### src/rtl/flash_wp_pkg.sv
package flash_wp_pkg;

    localparam int STAT_WD_BIT   = 7;
    localparam int STAT_CODE_LO  = 2;
    localparam int CFG_LOWER_BIT = 5;
    localparam int CFG_FRZ_BIT   = 0;
    localparam int CODE_W        = 3;
    localparam int REG_W         = 8;

    typedef logic [CODE_W-1:0] range_code_t;

    typedef struct packed {
        logic        wd;
        range_code_t code;
        logic        lower;
        logic        frz;
    } prot_state_t;

    function automatic logic [REG_W-1:0] stat_pack(prot_state_t s);
        logic [REG_W-1:0] r;
        r = '0;
        r[STAT_WD_BIT] = s.wd;
        r[STAT_CODE_LO +: CODE_W] = s.code;
        return r;
    endfunction

    function automatic logic [REG_W-1:0] cfg_pack(prot_state_t s);
        logic [REG_W-1:0] r;
        r = '0;
        r[CFG_LOWER_BIT] = s.lower;
        r[CFG_FRZ_BIT]   = s.frz;
        return r;
    endfunction

    function automatic prot_state_t regs_unpack(logic [REG_W-1:0] st,
                                                logic [REG_W-1:0] cf);
        prot_state_t s;
        s.wd    = st[STAT_WD_BIT];
        s.code  = st[STAT_CODE_LO +: CODE_W];
        s.lower = cf[CFG_LOWER_BIT];
        s.frz   = cf[CFG_FRZ_BIT];
        return s;
    endfunction

endpackage

### src/rtl/flash_wp_regs.sv
module flash_wp_regs
    import flash_wp_pkg::*;
(
    input  logic             clk,
    input  logic             rst,
    input  logic             wr_en,
    input  logic [REG_W-1:0] wr_stat,
    input  logic [REG_W-1:0] wr_cfg,
    input  logic             wp_n,
    output prot_state_t      state
);
    prot_state_t cur_q;
    prot_state_t req;
    prot_state_t nxt;
    logic        pin_lock;
    logic        accept;

    always_comb begin
        req      = regs_unpack(wr_stat, wr_cfg);
        pin_lock = !wp_n && cur_q.wd;
        accept   = wr_en && !pin_lock;
        nxt      = cur_q;
        if (accept) begin
            nxt.wd  = req.wd;
            nxt.frz = cur_q.frz | req.frz;
            if (!cur_q.frz) begin
                nxt.code  = req.code;
                nxt.lower = req.lower;
            end
        end
    end

    always_ff @(posedge clk) begin
        if (rst) cur_q <= '0;
        else     cur_q <= nxt;
    end

    assign state = cur_q;
endmodule

### src/rtl/flash_wp_range.sv
module flash_wp_range
    import flash_wp_pkg::*;
#(
    parameter int ADDR_W = 26
) (
    input  logic [ADDR_W-1:0] addr,
    input  range_code_t       code,
    input  logic              lower,
    output logic              hit
);
    localparam int SPAN_W    = ADDR_W + 1;
    localparam int STEPS     = (1 << CODE_W) - 1;
    localparam int BASE_SH   = ADDR_W - STEPS;
    localparam logic [SPAN_W-1:0] ARRAY_SZ = SPAN_W'(1) << ADDR_W;

    logic [SPAN_W-1:0] span;
    logic [SPAN_W-1:0] addr_x;

    always_comb begin
        span = '0;
        for (int k = 1; k <= STEPS; k++) begin
            if (int'(code) == k) span = SPAN_W'(1) << (BASE_SH + k);
        end
    end

    assign addr_x = {1'b0, addr};

    generate
        if (BASE_SH >= 0) begin : g_ok
            always_comb begin
                if (lower) hit = addr_x < span;
                else       hit = addr_x >= (ARRAY_SZ - span) && (span != '0);
            end
        end else begin : g_tiny
            assign hit = (code != '0);
        end
    endgenerate
endmodule

### src/rtl/flash_wp_ctrl.sv
module flash_wp_ctrl
    import flash_wp_pkg::*;
#(
    parameter int ADDR_W = 26
) (
    input  logic              clk,
    input  logic              rst,
    input  logic              reg_wr_en,
    input  logic [7:0]        reg_wr_stat,
    input  logic [7:0]        reg_wr_cfg,
    input  logic              wp_n,
    input  logic [ADDR_W-1:0] chk_addr,
    input  logic              sector_lock,
    input  logic              otp_pgm_req,
    output logic              addr_prot,
    output logic              otp_pgm_deny,
    output logic [7:0]        stat_q,
    output logic [7:0]        cfg_q
);
    prot_state_t st;
    logic        range_hit;

    flash_wp_regs u_regs (
        .clk     (clk),
        .rst     (rst),
        .wr_en   (reg_wr_en),
        .wr_stat (reg_wr_stat),
        .wr_cfg  (reg_wr_cfg),
        .wp_n    (wp_n),
        .state   (st)
    );

    flash_wp_range #(.ADDR_W(ADDR_W)) u_range (
        .addr  (chk_addr),
        .code  (st.code),
        .lower (st.lower),
        .hit   (range_hit)
    );

    assign addr_prot    = range_hit | sector_lock;
    assign otp_pgm_deny = otp_pgm_req & st.frz;
    assign stat_q       = stat_pack(st);
    assign cfg_q        = cfg_pack(st);
endmodule

### config.mk
export PLATFORM = sky130hd
export DESIGN_NAME = flash_wp_ctrl
export DESIGN_NICKNAME = d
export VERILOG_FILES = /design/src/rtl/flash_wp_pkg.sv /design/src/rtl/flash_wp_regs.sv /design/src/rtl/flash_wp_range.sv /design/src/rtl/flash_wp_ctrl.sv
export SDC_FILE = /design/constraint.sdc
export NUM_CORES = 1
export LEC_CHECK = 0
export BUFFER_PORTS_ARGS = -buffer_cell sky130_fd_sc_hd__buf_2
export CAP_MARGIN = 0
export CORE_MARGIN = 2
export CORE_UTILIZATION = 40
export DETAILED_ROUTE_END_ITERATION = 8
export PLACE_DENSITY = 0.85
export SYNTH_ARGS = -nofsm -noshare
export SYNTH_HDL_FRONTEND = slang
export SYNTH_SLANG_ARGS = --single-unit
### constraint.sdc
create_clock -name clk -period 4.5 [get_ports clk]
set_input_delay 0.675 -clock clk [delete_from_list [all_inputs] [get_ports clk]]
set_output_delay 0.675 -clock clk [all_outputs]
set_load 0.005 [all_outputs]
==> impl_results.md <==
- Status: complete, no violations
- DRT antenna net count: 0
- Clock Pin Slew Worst Setup and Hold Paths: approximately 0.050 ns
- WP data arrival: 3.00 ns
- Via-to-Cell Ratio: 4.88
- Iter 0 DRT Violations: 21
- Total CTS buffers: 3
- CTS Root Cell: clkbuf_4
- Clk_lat worst skew: roughly 0.25 ns
- Slew Viols, Final: 0
- WL/cell: 10.1 um
- DRC violations left: 0
- HPWL Detailed: between 1500 and 2000 um
- IO buf count: 45
- Max FFs per register: 6
- Yosys warns: 0
- Initial Utilization: 43.0%
- Crit path kind: reg -> out
- EDFF count, synth: 0
- Fin Setup TNS: 0 ns
- Worst path max stage delay: 0.44 ns
- Deepest clock path buffer count: 2
- GR Overflow Total: 0
- Tmin final: 3.67 ns
- First-pass GRT wire length: 2770 um
- NumNets Final: 207
- Setup violations, final: 0
- Cell Pwr Density: 198 nW/um2
- Post-CTS Setup Inserts: 0
- Commonest non-fill, non-tap cell in the layout: buf_2
- Startpoint Class: flop
- WHS Path Cells: 2
- Endpoint class of the critical path: output pin
- Pre-antenna DRT Iters: 4
- Max Cap Violations: 0
- Area Overhead vs Synth: 30.0%
- Die height: 47.3 um
- Most frequent cells in the layout: 45 x buf_2, 13 x ha_1, 10 x conb_1
- Pin count of the biggest net entering global routing: 13
- Row count: 15
- Clock Skew: 0.00346 ns
- FFs w/ async S/R, synth: 0%
- Crit path depth: 14
- Crit-path cells: nand2b_1 -> nor2_1 -> inv_1 -> ha_1 -> nor2_1 -> a21oi_1 -> o21ai_0 -> ha_1 -> o21a_1 -> o22ai_1 -> or3b_2 -> a31oi_1 -> a311o_2 -> buf_2
- Ratio of cells with drive above 1 in the final layout: between 30% and 40%
- RSZ-0062 raised after global routing: false
- Die width: 47.3 um
- IO Count: 66
- Post-CTS Resized: 0
- Syn avg cell area: 7.58 um2
- Period utilization: around 80%
- Diodes inserted: 0
- Number of distinct library cells after synthesis: 31
- Top delay family on crit path: simple AND/OR/NAND/NOR gates
- R2r worst-path depth: 5
- Leakage: 0.503 nW
- CTS tree: done
- Cells after DPL: 166
- Initial antenna violation count: 0
- Worst path slowest cell: or3b_2
- Synth Instances: 99
- Post-Syn Area: 751 um2
- Top_reg_cell synth: dfxtp_1
- Vias: 824
- Fin. Hold Viols: 0
- GPL Wtd Cong: 0.785
- Number of global-route vias before repair: approximately 700
- Worst Path Required: 3.83 ns
- Clk sinks: 6
- Crit-path max FO: 12
- Synth Register Bits: 6
- H-Tree Depth: 1
- Cts hold-fix bufs: 0
- DIE AREA: about 2200 um2
- CP Buf/Inv Count: 2
- Total core area: about 1700 um2
- HP Class: reg -> reg
- Fmax: 272 MHz
- Gr usage total: 17.5%
- Fin cells: ~170
- Maximum VDD drop: 166 uV
- Sequential share of the synthesized area: ~16%
- Final WL: 1700 um
## per-layer routing
layer | routed length [um] | vias up | track usage (%)
met5 | 0 | - | 0
met4 | 12 | 0 | 5.56
met3 | 92 | 2 | 5.00
met2 | 860 | 24 | 30.0
met1 | 737 | 367 | 21.0
li1 | - | 431 | -
## power by group
group           total, W  switching (W)  internal, W
Clock          0.0000500      0.0000198    0.0000302
Combinational  0.0000811      0.0000384    0.0000427
Sequential     0.0000621     0.00000510    0.0000570
Total           0.000193      0.0000633     0.000130
## cells in the mapped netlist (2+ instances only)
master   number  area [um2]
mux2i_1       4        40.0
inv_1         9        33.8
o21ai_0       3        15.0
nand2_1       5        18.8
nor4_1        4        25.0
nor3_1        3        15.0
nand3_1       7        35.0
dfxtp_1       6         120
or4_1         2        15.0
nor2_1        9        33.8
ha_1         13         163
a21oi_1       5        25.0
buf_4        11        82.6
## worst register-to-register path, delay by kind of cell, from the launching register on
family | cells | cell delay [ns]
DFF | 1 | 0.31
and+or+nand+nor | 2 | 0.40
AOI/OAI and AO/OA | 1 | 0.08
muxes | 1 | 0.24
buffers and inverters | 1 | 0.07
## metrics by stage
step / utilization (%) / setup WS, ns / hold WS (ns) / cell area [um2] / power, W
final: 55.9 / 0.828 / 0.472 / 976 / 0.000193
after detailed placement: 54.6 / 1.09 / 0.467 / 953 / 0.000144
after global placement: 54.6 / 1.18 / 0.461 / 953 / 0.000140
after global routing: 55.9 / 0.513 / 0.500 / 976 / 0.000215
after floorplan: - / 1.41 / 0.457 / 785 / 0.000120
after CTS: 55.9 / 0.813 / 0.471 / 976 / 0.000196
## worst paths after layout
kind / start / end / slack [ns]
min reg2reg: u_regs.state[0]$_SDFFE_PP0P_ / u_regs.state[0]$_SDFFE_PP0P_ / 0.47
max reg2reg: u_regs.state[5]$_SDFFE_PP0P_ / u_regs.state[4]$_SDFFE_PP0P_ / 3.29
min: u_regs.state[0]$_SDFFE_PP0P_ / u_regs.state[0]$_SDFFE_PP0P_ / 0.47
max: u_regs.state[3]$_SDFFE_PP0P_ / addr_prot / 0.83
## cells by family after synthesis
| kind of cell | after synthesis | synth area share, % |
|---|---|---|
| AND/OR/NAND/NOR | 36 | 24.3 |
| buffers and inverters | 21 | 16.2 |
| AO/OA/AOI/OAI | 17 | 14.8 |
| adder cells (fa/ha/maj) | 13 | 21.7 |
| flip-flops | 6 | 16.0 |
| multiplexers | 4 | 5.33 |
| other | 1 | 0.500 |
| XOR/XNOR | 1 | 1.17 |
## cell type report
class	instances	area, um2
Tap cell	25	31.3
Multi-Input combinational cell	81	543
Timing Repair Buffer	45	225
Sequential cell	6	120
Fill cell	174	769
Clock buffer	3	22.5
Inverter	9	33.8
Power figures use the tool's default switching activity.
